===== config.mk =====
export PLATFORM = sky130hd
export DESIGN_NAME = gc_irq_enable
export DESIGN_NICKNAME = d
export VERILOG_FILES = /design/src/rtl/gc_irq_enable_pkg.sv /design/src/rtl/gc_retire_decode.sv /design/src/rtl/gc_csr_port.sv /design/src/rtl/gc_enable_reg.sv /design/src/rtl/gc_irq_enable.sv
export SDC_FILE = /design/constraint.sdc
export NUM_CORES = 1
export LEC_CHECK = 0
export BUFFER_PORTS_ARGS = -buffer_cell sky130_fd_sc_hd__buf_4
export CAP_MARGIN = 15
export CELL_PAD_IN_SITES_DETAIL_PLACEMENT = 1
export CELL_PAD_IN_SITES_GLOBAL_PLACEMENT = 1
export CORE_MARGIN = 2
export CORE_UTILIZATION = 12
export CTS_CLUSTER_SIZE = 16
export DETAILED_ROUTE_END_ITERATION = 6
export PLACE_DENSITY = 0.78
export SLEW_MARGIN = 5
export SYNTH_ARGS = -nofsm -noshare
export SYNTH_HDL_FRONTEND = slang
export SYNTH_SLANG_ARGS = --single-unit

===== constraint.sdc =====
create_clock -name clk -period 1.2 [get_ports clk]
set_input_delay 0.18 -clock clk [delete_from_list [all_inputs] [get_ports clk]]
set_output_delay 0.18 -clock clk [all_outputs]
set_load 0.01 [all_outputs]

===== src/rtl/gc_irq_enable_pkg.sv =====
package gc_irq_enable_pkg;

  localparam int unsigned GC_CLS_W  = 2;
  localparam int unsigned GC_PRIV_W = 2;

  typedef enum logic [GC_CLS_W-1:0] {
    CLS_OTHER     = 2'd0,
    CLS_CALL_DIR  = 2'd1,
    CLS_CALL_IND  = 2'd2,
    CLS_STACK_ADJ = 2'd3
  } gc_cls_e;

  typedef enum logic [GC_PRIV_W-1:0] {
    PRV_USER  = 2'b00,
    PRV_SUPER = 2'b01,
    PRV_RSVD  = 2'b10,
    PRV_MACH  = 2'b11
  } gc_priv_e;

endpackage


===== src/rtl/gc_retire_decode.sv =====
module gc_retire_decode
  import gc_irq_enable_pkg::*;
#(
  parameter int unsigned RETIRE_W         = 2,
  parameter bit          STACK_ADJ_CLEARS = 1'b1
) (
  input  logic [RETIRE_W-1:0]          ret_valid,
  input  logic [GC_CLS_W*RETIRE_W-1:0] ret_class,
  input  logic                         at_user,
  output logic                         auto_clr
);

  logic [RETIRE_W-1:0] lane_hit;

  for (genvar g = 0; g < RETIRE_W; g++) begin : g_lane
    gc_cls_e cls;
    logic    is_call;
    logic    is_adj;
    assign cls     = gc_cls_e'(ret_class[g*GC_CLS_W +: GC_CLS_W]);
    assign is_call = (cls == CLS_CALL_DIR) || (cls == CLS_CALL_IND);
    if (STACK_ADJ_CLEARS) begin : g_adj_on
      assign is_adj = (cls == CLS_STACK_ADJ);
    end else begin : g_adj_off
      assign is_adj = 1'b0;
    end
    assign lane_hit[g] = ret_valid[g] && (is_call || is_adj);
  end

  assign auto_clr = at_user && (|lane_hit);

endmodule


===== src/rtl/gc_csr_port.sv =====
module gc_csr_port #(
  parameter int unsigned         XLEN        = 32,
  parameter int unsigned         CSR_AW      = 12,
  parameter logic [CSR_AW-1:0]   GC_CSR_ADDR = 12'h8C0
) (
  input  logic              clk,
  input  logic              rst,
  input  logic              csr_we,
  input  logic              csr_re,
  input  logic [CSR_AW-1:0] csr_addr,
  input  logic [XLEN-1:0]   csr_wdata,
  input  logic              en_cur,
  output logic              wr_hit,
  output logic              wr_bit,
  output logic [XLEN-1:0]   csr_rdata
);

  logic addr_hit;

  assign addr_hit = (csr_addr == GC_CSR_ADDR);
  assign wr_hit   = csr_we && addr_hit;
  assign wr_bit   = csr_wdata[0];

  always_ff @(posedge clk) begin
    if (rst) begin
      csr_rdata <= '0;
    end else if (csr_re && addr_hit) begin
      csr_rdata <= {{(XLEN-1){1'b0}}, en_cur};
    end else begin
      csr_rdata <= '0;
    end
  end

endmodule


===== src/rtl/gc_enable_reg.sv =====
module gc_enable_reg (
  input  logic clk,
  input  logic rst,
  input  logic at_user,
  input  logic auto_clr,
  input  logic wr_hit,
  input  logic wr_bit,
  output logic en_q
);

  logic en_d;

  always_comb begin
    en_d = en_q;
    if (wr_hit) begin
      if (!wr_bit) begin
        en_d = 1'b0;
      end else if (at_user) begin
        en_d = 1'b1;
      end
    end
    if (auto_clr) begin
      en_d = 1'b0;
    end
  end

  always_ff @(posedge clk) begin
    if (rst) begin
      en_q <= 1'b0;
    end else begin
      en_q <= en_d;
    end
  end

endmodule


===== src/rtl/gc_irq_enable.sv =====
module gc_irq_enable
  import gc_irq_enable_pkg::*;
#(
  parameter int unsigned       RETIRE_W         = 2,
  parameter int unsigned       XLEN             = 32,
  parameter int unsigned       CSR_AW           = 12,
  parameter logic [CSR_AW-1:0] GC_CSR_ADDR      = 12'h8C0,
  parameter bit                STACK_ADJ_CLEARS = 1'b1
) (
  input  logic                         clk,
  input  logic                         rst,
  input  logic [RETIRE_W-1:0]          ret_valid,
  input  logic [GC_CLS_W*RETIRE_W-1:0] ret_class,
  input  logic [GC_PRIV_W-1:0]         priv_lvl,
  input  logic                         csr_we,
  input  logic                         csr_re,
  input  logic [CSR_AW-1:0]            csr_addr,
  input  logic [XLEN-1:0]              csr_wdata,
  output logic [XLEN-1:0]              csr_rdata,
  input  logic                         gc_timer_req,
  output logic                         gc_irq
);

  logic at_user;
  logic auto_clr;
  logic wr_hit;
  logic wr_bit;
  logic en_q;

  assign at_user = (gc_priv_e'(priv_lvl) == PRV_USER);

  gc_retire_decode #(
    .RETIRE_W        (RETIRE_W),
    .STACK_ADJ_CLEARS(STACK_ADJ_CLEARS)
  ) i_decode (
    .ret_valid(ret_valid),
    .ret_class(ret_class),
    .at_user  (at_user),
    .auto_clr (auto_clr)
  );

  gc_csr_port #(
    .XLEN       (XLEN),
    .CSR_AW     (CSR_AW),
    .GC_CSR_ADDR(GC_CSR_ADDR)
  ) i_csr (
    .clk      (clk),
    .rst      (rst),
    .csr_we   (csr_we),
    .csr_re   (csr_re),
    .csr_addr (csr_addr),
    .csr_wdata(csr_wdata),
    .en_cur   (en_q),
    .wr_hit   (wr_hit),
    .wr_bit   (wr_bit),
    .csr_rdata(csr_rdata)
  );

  gc_enable_reg i_en (
    .clk     (clk),
    .rst     (rst),
    .at_user (at_user),
    .auto_clr(auto_clr),
    .wr_hit  (wr_hit),
    .wr_bit  (wr_bit),
    .en_q    (en_q)
  );

  always_ff @(posedge clk) begin
    if (rst) begin
      gc_irq <= 1'b0;
    end else begin
      gc_irq <= gc_timer_req && en_q;
    end
  end

endmodule


* Word-level counts from Yosys, hierarchy flattened
Index checks and enable logic that the tools add are counted.
Word-level totals: bits in registers 34
Operators by class: mux-type cells 2, bitwise logic cells 1, reduce and logical (&&, ||, !) cells 15, eq/ne operators 8
Operators by type and width (count):
- $eq 12x12->1 const B | 1
- $eq 2x2->1 const B | 4
- $logic_and 1x1->1 | 6
- $reduce_or 2->1 | 3
- $eq 2x1->1 const B | 2
- $logic_or 1x1->1 | 4
- $logic_not 2->1 | 1
- $mux 1 | 2
- $ne 2x1->1 const B | 1
- $reduce_and 2->1 | 1
- $not 1->1 | 1

* Logic depth before layout (Yosys ltp)
Gate-level depths: netlist (run 1).
depth in word-level cells 7, gate-level depth with buffers 4, depth with buffers taken out 4

* Hierarchy
A second synthesis (run 1) with hierarchy kept.
Unflattened totals: cell total of the unflattened synthesis 51, area, all modules 425.4 um^2
Modules (own cells, without submodules):
- gc_csr_port | cells an instance 41, instances 1, area each 336.6 um^2, sequential area each 20.0 um^2
- gc_enable_reg | cells an instance 4, instances 1, area each 38.8 um^2, sequential area each 20.0 um^2
- gc_irq_enable | cells an instance 3, instances 1, area each 32.5 um^2, sequential area each 20.0 um^2
- gc_retire_decode | cells an instance 3, instances 1, area each 17.5 um^2, sequential area each 0.0 um^2

* Worst setup path after synthesis (run 1)
OpenSTA, ideal clock, no wires.
path type in2reg, start input csr_addr[1], end register i_en.en_q, setup slack 171 ps, cell stages on the path 4, data arrival time 913 ps, cell sequence nor4_1 and4b_1 nand3_1 o211a_1
On the way: cells in the longest elaborated chain, start to end 3
RTL lines:
- from (decl) | line gc_irq_enable.sv:17 | input logic [CSR_AW-1:0] csr_addr,
- $eq 12x12->1 | line gc_csr_port.sv:20 | assign addr_hit = (csr_addr == GC_CSR_ADDR);
- $logic_and 1x1->1 | line gc_csr_port.sv:21 | assign wr_hit = csr_we && addr_hit;
- $reduce_and 2->1 (no line)
- to (signal assigned) | line gc_enable_reg.sv:31 | en_q <= en_d;
- to (decl) | line gc_enable_reg.sv:8 | output logic en_q
Every way passes these cells. A chain may end at the register's enable or synchronous reset.

* Worst setup path in the final report (run 1)
start input csr_addr[1], end register i_csr.csr_rdata[0]
On the way: cells in the longest elaborated chain, start to end 4
RTL lines:
- $eq 12x12->1 | line gc_csr_port.sv:20
- $logic_and 1x1->1 | line gc_csr_port.sv:27 | end else if (csr_re && addr_hit) begin
- $not 1->1 (no line)
- $reduce_or 2->1 (no line)
- to (signal assigned) | line gc_csr_port.sv:28 | csr_rdata <= {{(XLEN-1){1'b0}}, en_cur};
- to (decl) | line gc_csr_port.sv:15 | output logic [XLEN-1:0] csr_rdata
Every way passes these cells.

==> results of run 1 <==
stage by stage:
step / power [uW] / area [sq um]
after floorplan: 228.0 / 510.5
after global routing: 432.8 / 561.8
after global placement: 215.1 / 535.5
final: 400.9 / 561.8
after detailed placement: 216.7 / 535.5
after CTS: 407.8 / 561.8
area by class of cell:
class                      instances  area share, %
multi-input combinational         47          38.75
timing repair buffer              27          36.08
sequential                         3          10.69
tap                               44          9.800
clock buffer                       4          4.677
state kept, by name, summed over array words and instances (netlist names):
register and flops:
gc_irq 1, i_csr.csr_rdata 1, i_en.en_q 1
worst paths after layout:
kind                      from            endpoint  depth (start not counted)
setup / recovery   csr_addr[1]  i_csr.csr_rdata[0]                          5
hold / removal    gc_timer_req              gc_irq                          2
setup reg to reg     i_en.en_q           i_en.en_q                          2
hold reg to reg      i_en.en_q              gc_irq                          1
cell usage in the layout, fill, tap and decap left out, drive strengths merged, types with 2 or more instances in the layout:
cell,count
conb,31
o21ai,2
clkbuf,4
nand2,3
nor2,2
dfxtp,3
buf,27
per-layer routing:
metal  global-route usage (%)  routed length [microns]  part of all wire, %
met1                    3.491                      296                   31
met2                    7.218                      476                   50
met3                    2.311                      182                   19
met4                    2.736                        0                    0
met5                        0                        0                    0
cell families after synthesis:
group | count (synthesis) | share of synthesized area [%]
buf+inv | 31 | 58.49
other cells | 1 | 0.9425
compound gates | 5 | 8.804
simple gates | 11 | 16.67
flops | 3 | 15.09
report_power, final:
part	switching (uW)	internal (uW)	leakage (uW)
combinational	60.9	55.6	0.000285
sequential	0.00122	100	0.0000241
clock	59.1	125	0.0000150
critical path, delay by kind of cell:
family | cells | cell delay [ns]
and+or+nand+nor | 4 | 0.90
buffers and inverters | 1 | 0.11
==> results by group, run 1 <==
STA
  – Final setup fails: 0
  – Layout Skew: 0.005261 ns
  – Fmax: 0.9935 GHz
  – Endpoints failing hold: 0
  – Slew Viols, Final: 0
  – Hold WS: 0.1843 ns
  – Tmin final: roughly 1.0 ns
  – Fin crit share: 83.88%
  – Setup TNS Final: 0 ns
  – RSZ-0062 raised after global routing: no
  – Post-route setup slack: around 0.19 ns

Worst setup path
  – Cell Chain, Critical Path: buf_4, nor4_1, and4b_1, nand2_1, and4bb_2
  – Crit path required time: about 1.4 ns
  – Reg2Reg Setup Slack: 0.43 ns
  – Max incr delay on CP: 0.29 ns
  – Data arrival, critical path: 1.19 ns
  – Startpoint Class: input port
  – Crit-path max FO: 3
  – WS Path Type: input port to flop
  – Nature of the critical path endpoint: flop
  – Critical Path Slowest Stage Cell: and4b_1

Die
  – Core Area: 3103 sq um
  – Initial core utilization: 12.82%
  – Die area: between 3000 and 4000 sq um
  – Chip Height: around 62 microns
  – FP Rows: 20
  – Ports: 90
  – Die Span X: 61.58 microns

Synthesis
  – Top FF cell, synth: dfxtp_1
  – Yosys reg bits: 3
  – Mapped Cells: 51
  – Synth warn: 0
  – Synthesized area per cell: roughly 7.8 sq um
  – Number of synthesized flops with an enable pin: 0
  – Most frequent cell after synthesis: buf_4
  – Most instantiated cells after synthesis: buf_4 (31), dfxtp_1 (3), nand2_1 (3)
  – Synth async-reset ratio: 0%
  – Post-synthesis sequential area ratio: 15.09%
  – Dominant cell type by area after synthesis: buf_4
  – Synth top area cells: buf_4 (58%), dfxtp_1 (15%), and4bb_2 (3.1%), nand2_1 (2.8%), a41o_1 (2.5%)
  – Post-synthesis cell type count: 15
  – Area fraction of the dominant cell type after synthesis: 58.49%
  – Post-Syn Area: 397.9 sq um

Drt
  – Vias: 350
  – Drt drc: 0
  – DR WL/cell: 7.640 microns
  – Drt first pass iters: 3
  – Final wirelength: 955 microns
  – Antenna viol nets, final: 0
  – Via density: about 2.8
  – Initial drt markers: 21

Final layout
  – Storage element area: about 60 sq um
  – Nets: 139
  – # fillers: 399
  – Final core occ: approximately 18%
  – Layout Cells excl Fill: between 100 and 150
  – Antenna diode count: 0
  – Footprint of the multi-input gates: ~220 sq um
  – Share of cells above drive strength 1: a little under two fifths
  – Area growth, synth to finish: 41.19%

Clock network
  – Hold-fix buffers, CTS: 0
  – CTS clk-pin slew, worst paths: 0.04 ns
  – CTS root buffer: clkbuf_4
  – Post_cts resized: 0
  – CTS max path bufs: 2
  – Clk sinks: 3
  – H-tree level count: 1
  – Post-CTS Setup Inserts: 0
  – Total CTS buffers: 3
  – CTS tree: done
  – Clk_lat worst skew: 0.24 ns

Power
  – Power Density: 713.5 nW/um^2
  – Static Leakage: between 0.0003 and 0.0004 uW
  – Worst IR Drop VDD: 0.1628 mV

Global route
  – Aggregate global routing overflow: 0
  – First-pass GRT wire length: 1.048 mm
  – Largest net degree at the start of global routing: 4
  – All-Layer GR Usage: about 4%
  – Vias in the first global route: between 200 and 300
  – Initial antenna violation count: 0

Flow run
  – Max_cap viols: 0

Placed design
  – Routability congestion estimate: approximately 0.64
  – DP Cell Count: ~120
  – Post-place setup slack: -0.06942 ns
  – Port bufs: 27
  – DP HPWL: 858.2 microns

Min path
  – Worst min path class: input port to flop

Status
  – Status: complete, no violations
Power figures use the tool's default switching activity.
==> run 2: changes to the inputs <==
CORE_UTILIZATION = 10   (was 12)
PLACE_DENSITY = 0.69   (was 0.78)
clock period = 0.83 ns   (was 1.2 ns; I/O delays follow)
==> results by group, run 2 (synthesis results as in run 1) <==
Status
  – Status: finished with violations
  – Failing checks: negative setup slack

Worst setup path
  – CP Buf/Inv Count: 1
  – Reg2Reg Launch Point: i_en.en_q
  – WS Path Type: input port to flop
  – R2R cell count: 2
  – Max incr delay on CP: 0.29 ns
  – Cell Chain, Critical Path: buf_6, nor4_4, and4b_2, nand3_2, o211a_1
  – Data arrival, critical path: 1.01 ns
  – Nature of the critical path endpoint: flop
  – Critical Path Slowest Stage Cell: and4b_2
  – CP top delay family: simple AND/OR/NAND/NOR gates
  – Reg2reg end: i_en.en_q
  – Reg2Reg Setup Slack: 0.11 ns
  – Startpoint Class: input port
  – Crit path required time: 0.93 ns
  – Crit-path max FO: 3
  – Crit path from: csr_addr[2]

Clock network
  – CTS root buffer: clkbuf_8
  – CTS max path bufs: 2
  – Clk sinks: 3
  – Total CTS buffers: 3
  – CTS clk-pin slew, worst paths: 0.03 ns
  – H-tree level count: 1
  – Clk_lat worst skew: 0.21 ns
  – Post-CTS Setup Inserts: 0
  – CTS tree: done
  – Hold-fix buffers, CTS: 0

Power
  – Power Density: about 1200 nW/um^2
  – Static Leakage: between 0.0003 and 0.0004 uW
  – Worst IR Drop VDD: 0.3856 mV

STA
  – Post-route setup slack: -0.07364 ns
  – Layout Skew: 0.0005588 ns
  – Endpoints failing hold: 0
  – Slew Viols, Final: 0
  – Fin crit share: 108.9%
  – Tmin final: between 0.9 and 1 ns
  – RSZ-0062 raised after global routing: yes
  – Hold WS: ~0.16 ns
  – Final setup fails: 2
  – Fmax: approximately 1.1 GHz
  – Setup TNS Final: -0.1447 ns

Min path
  – Hold Path Sink: i_en.en_q
  – HP Start: csr_wdata[0]
  – Worst Hold Path Cells: 2
  – Worst min path class: input port to flop

Drt
  – Vias: 364
  – Final wirelength: 1.043 mm
  – Drt drc: 0
  – Via density: 2.800
  – Drt first pass iters: 2
  – DR WL/cell: 8.023 microns
  – Antenna viol nets, final: 0
  – Initial drt markers: 10

Die
  – Ports: 90
  – Die area: 4499 sq um
  – FP Rows: 22
  – Core Area: 3744 sq um
  – Initial core utilization: between 10% and 20%
  – Chip Height: 67.08 microns
  – Die Span X: 67.08 microns

Placed design
  – Routability congestion estimate: roughly 0.57
  – DP HPWL: approximately 900 microns
  – Port bufs: 27

Final layout
  – Largest regs: gc_irq (1), i_csr.csr_rdata (1), i_en.en_q (1)
  – Area growth, synth to finish: 56.29%
  – Share of cells above drive strength 1: between 40% and 50%
  – Most frequent cells in the layout: conb_1 (31), buf_4 (26), nand2_1 (3), clkbuf_8 (3), dfxtp_1 (3)
  – Commonest non-fill, non-tap cell in the layout: conb_1
  – Final core occ: 16.61%
  – Antenna diode count: 0
  – Nets: 140

Global route
  – Vias in the first global route: around 340
  – Aggregate global routing overflow: 0
  – First-pass GRT wire length: 1.435 mm
  – All-Layer GR Usage: 4.507%
  – Largest net degree at the start of global routing: 4
  – Initial antenna violation count: 0

Flow run
  – Max_cap viols: 0
run 2: how the worst max path moves through the flow:
stage / slack [ns] / depth (start not counted) / endpoint
global route: -0.11 / 5 / i_en.en_q
detailed placement: -0.36 / 5 / i_en.en_q
finish: -0.07 / 5 / i_en.en_q
floorplan: -0.14 / 4 / i_en.en_q
global placement: -0.34 / 5 / i_en.en_q
CTS: -0.08 / 5 / i_en.en_q
run 2: per-layer routing:
layer	vias to the layer above	wire [microns]	GRT usage, %
met5	-	0	0
met4	0	9	2.296
met3	2	264	3.209
met2	38	498	7.550
met1	156	271	4.008
li1	168	-	-
run 2: power by group:
group	switching [uW]	leakage, uW	internal [uW]
Clock	98.8	0.0000228	328
Combinational	96.4	0.000295	87.1
Sequential	0.00145	0.0000241	145
Total	195	0.000341	560
run 2: worst reg2reg max path: stages, from the launching register on:
cell and delay (ns):
dfxtp_1 0.31, a41o_1 0.20, o211a_1 0.11
run 2: timing repair:
item                                    in CTS  in global routing
gates resized for setup                      3                  3
gates cloned                                 0                  0
endpoints found under the hold margin        0                  0
endpoints found under the setup margin       2                  2
pin swaps                                    3                  3
run 2: layout make-up:
class                      instances  area, sq um
fill                             472         3122
multi-input combinational         47        239.0
timing repair buffer              28        217.7
sequential                         3        60.06
tap                               48        60.06
clock buffer                       4        45.04
run 2: per-stage QoR:
| step | total power, uW | cells | setup slack (ns) | cell area (sq um) |
|---|---|---|---|---|
| 2_1_floorplan | 329.4 | 81 | -0.1351 | 510.5 |
| 3_3_place_gp | 315.2 | 126 | -0.3350 | 548.0 |
| 3_5_place_dp | 317.1 | 126 | -0.3597 | 548.0 |
| 4_1_cts | 765.0 | 130 | -0.08386 | 606.8 |
| 5_1_grt | 809.5 | 130 | -0.1117 | 621.8 |
| 6_report | 755.3 | 130 | -0.07364 | 621.8 |
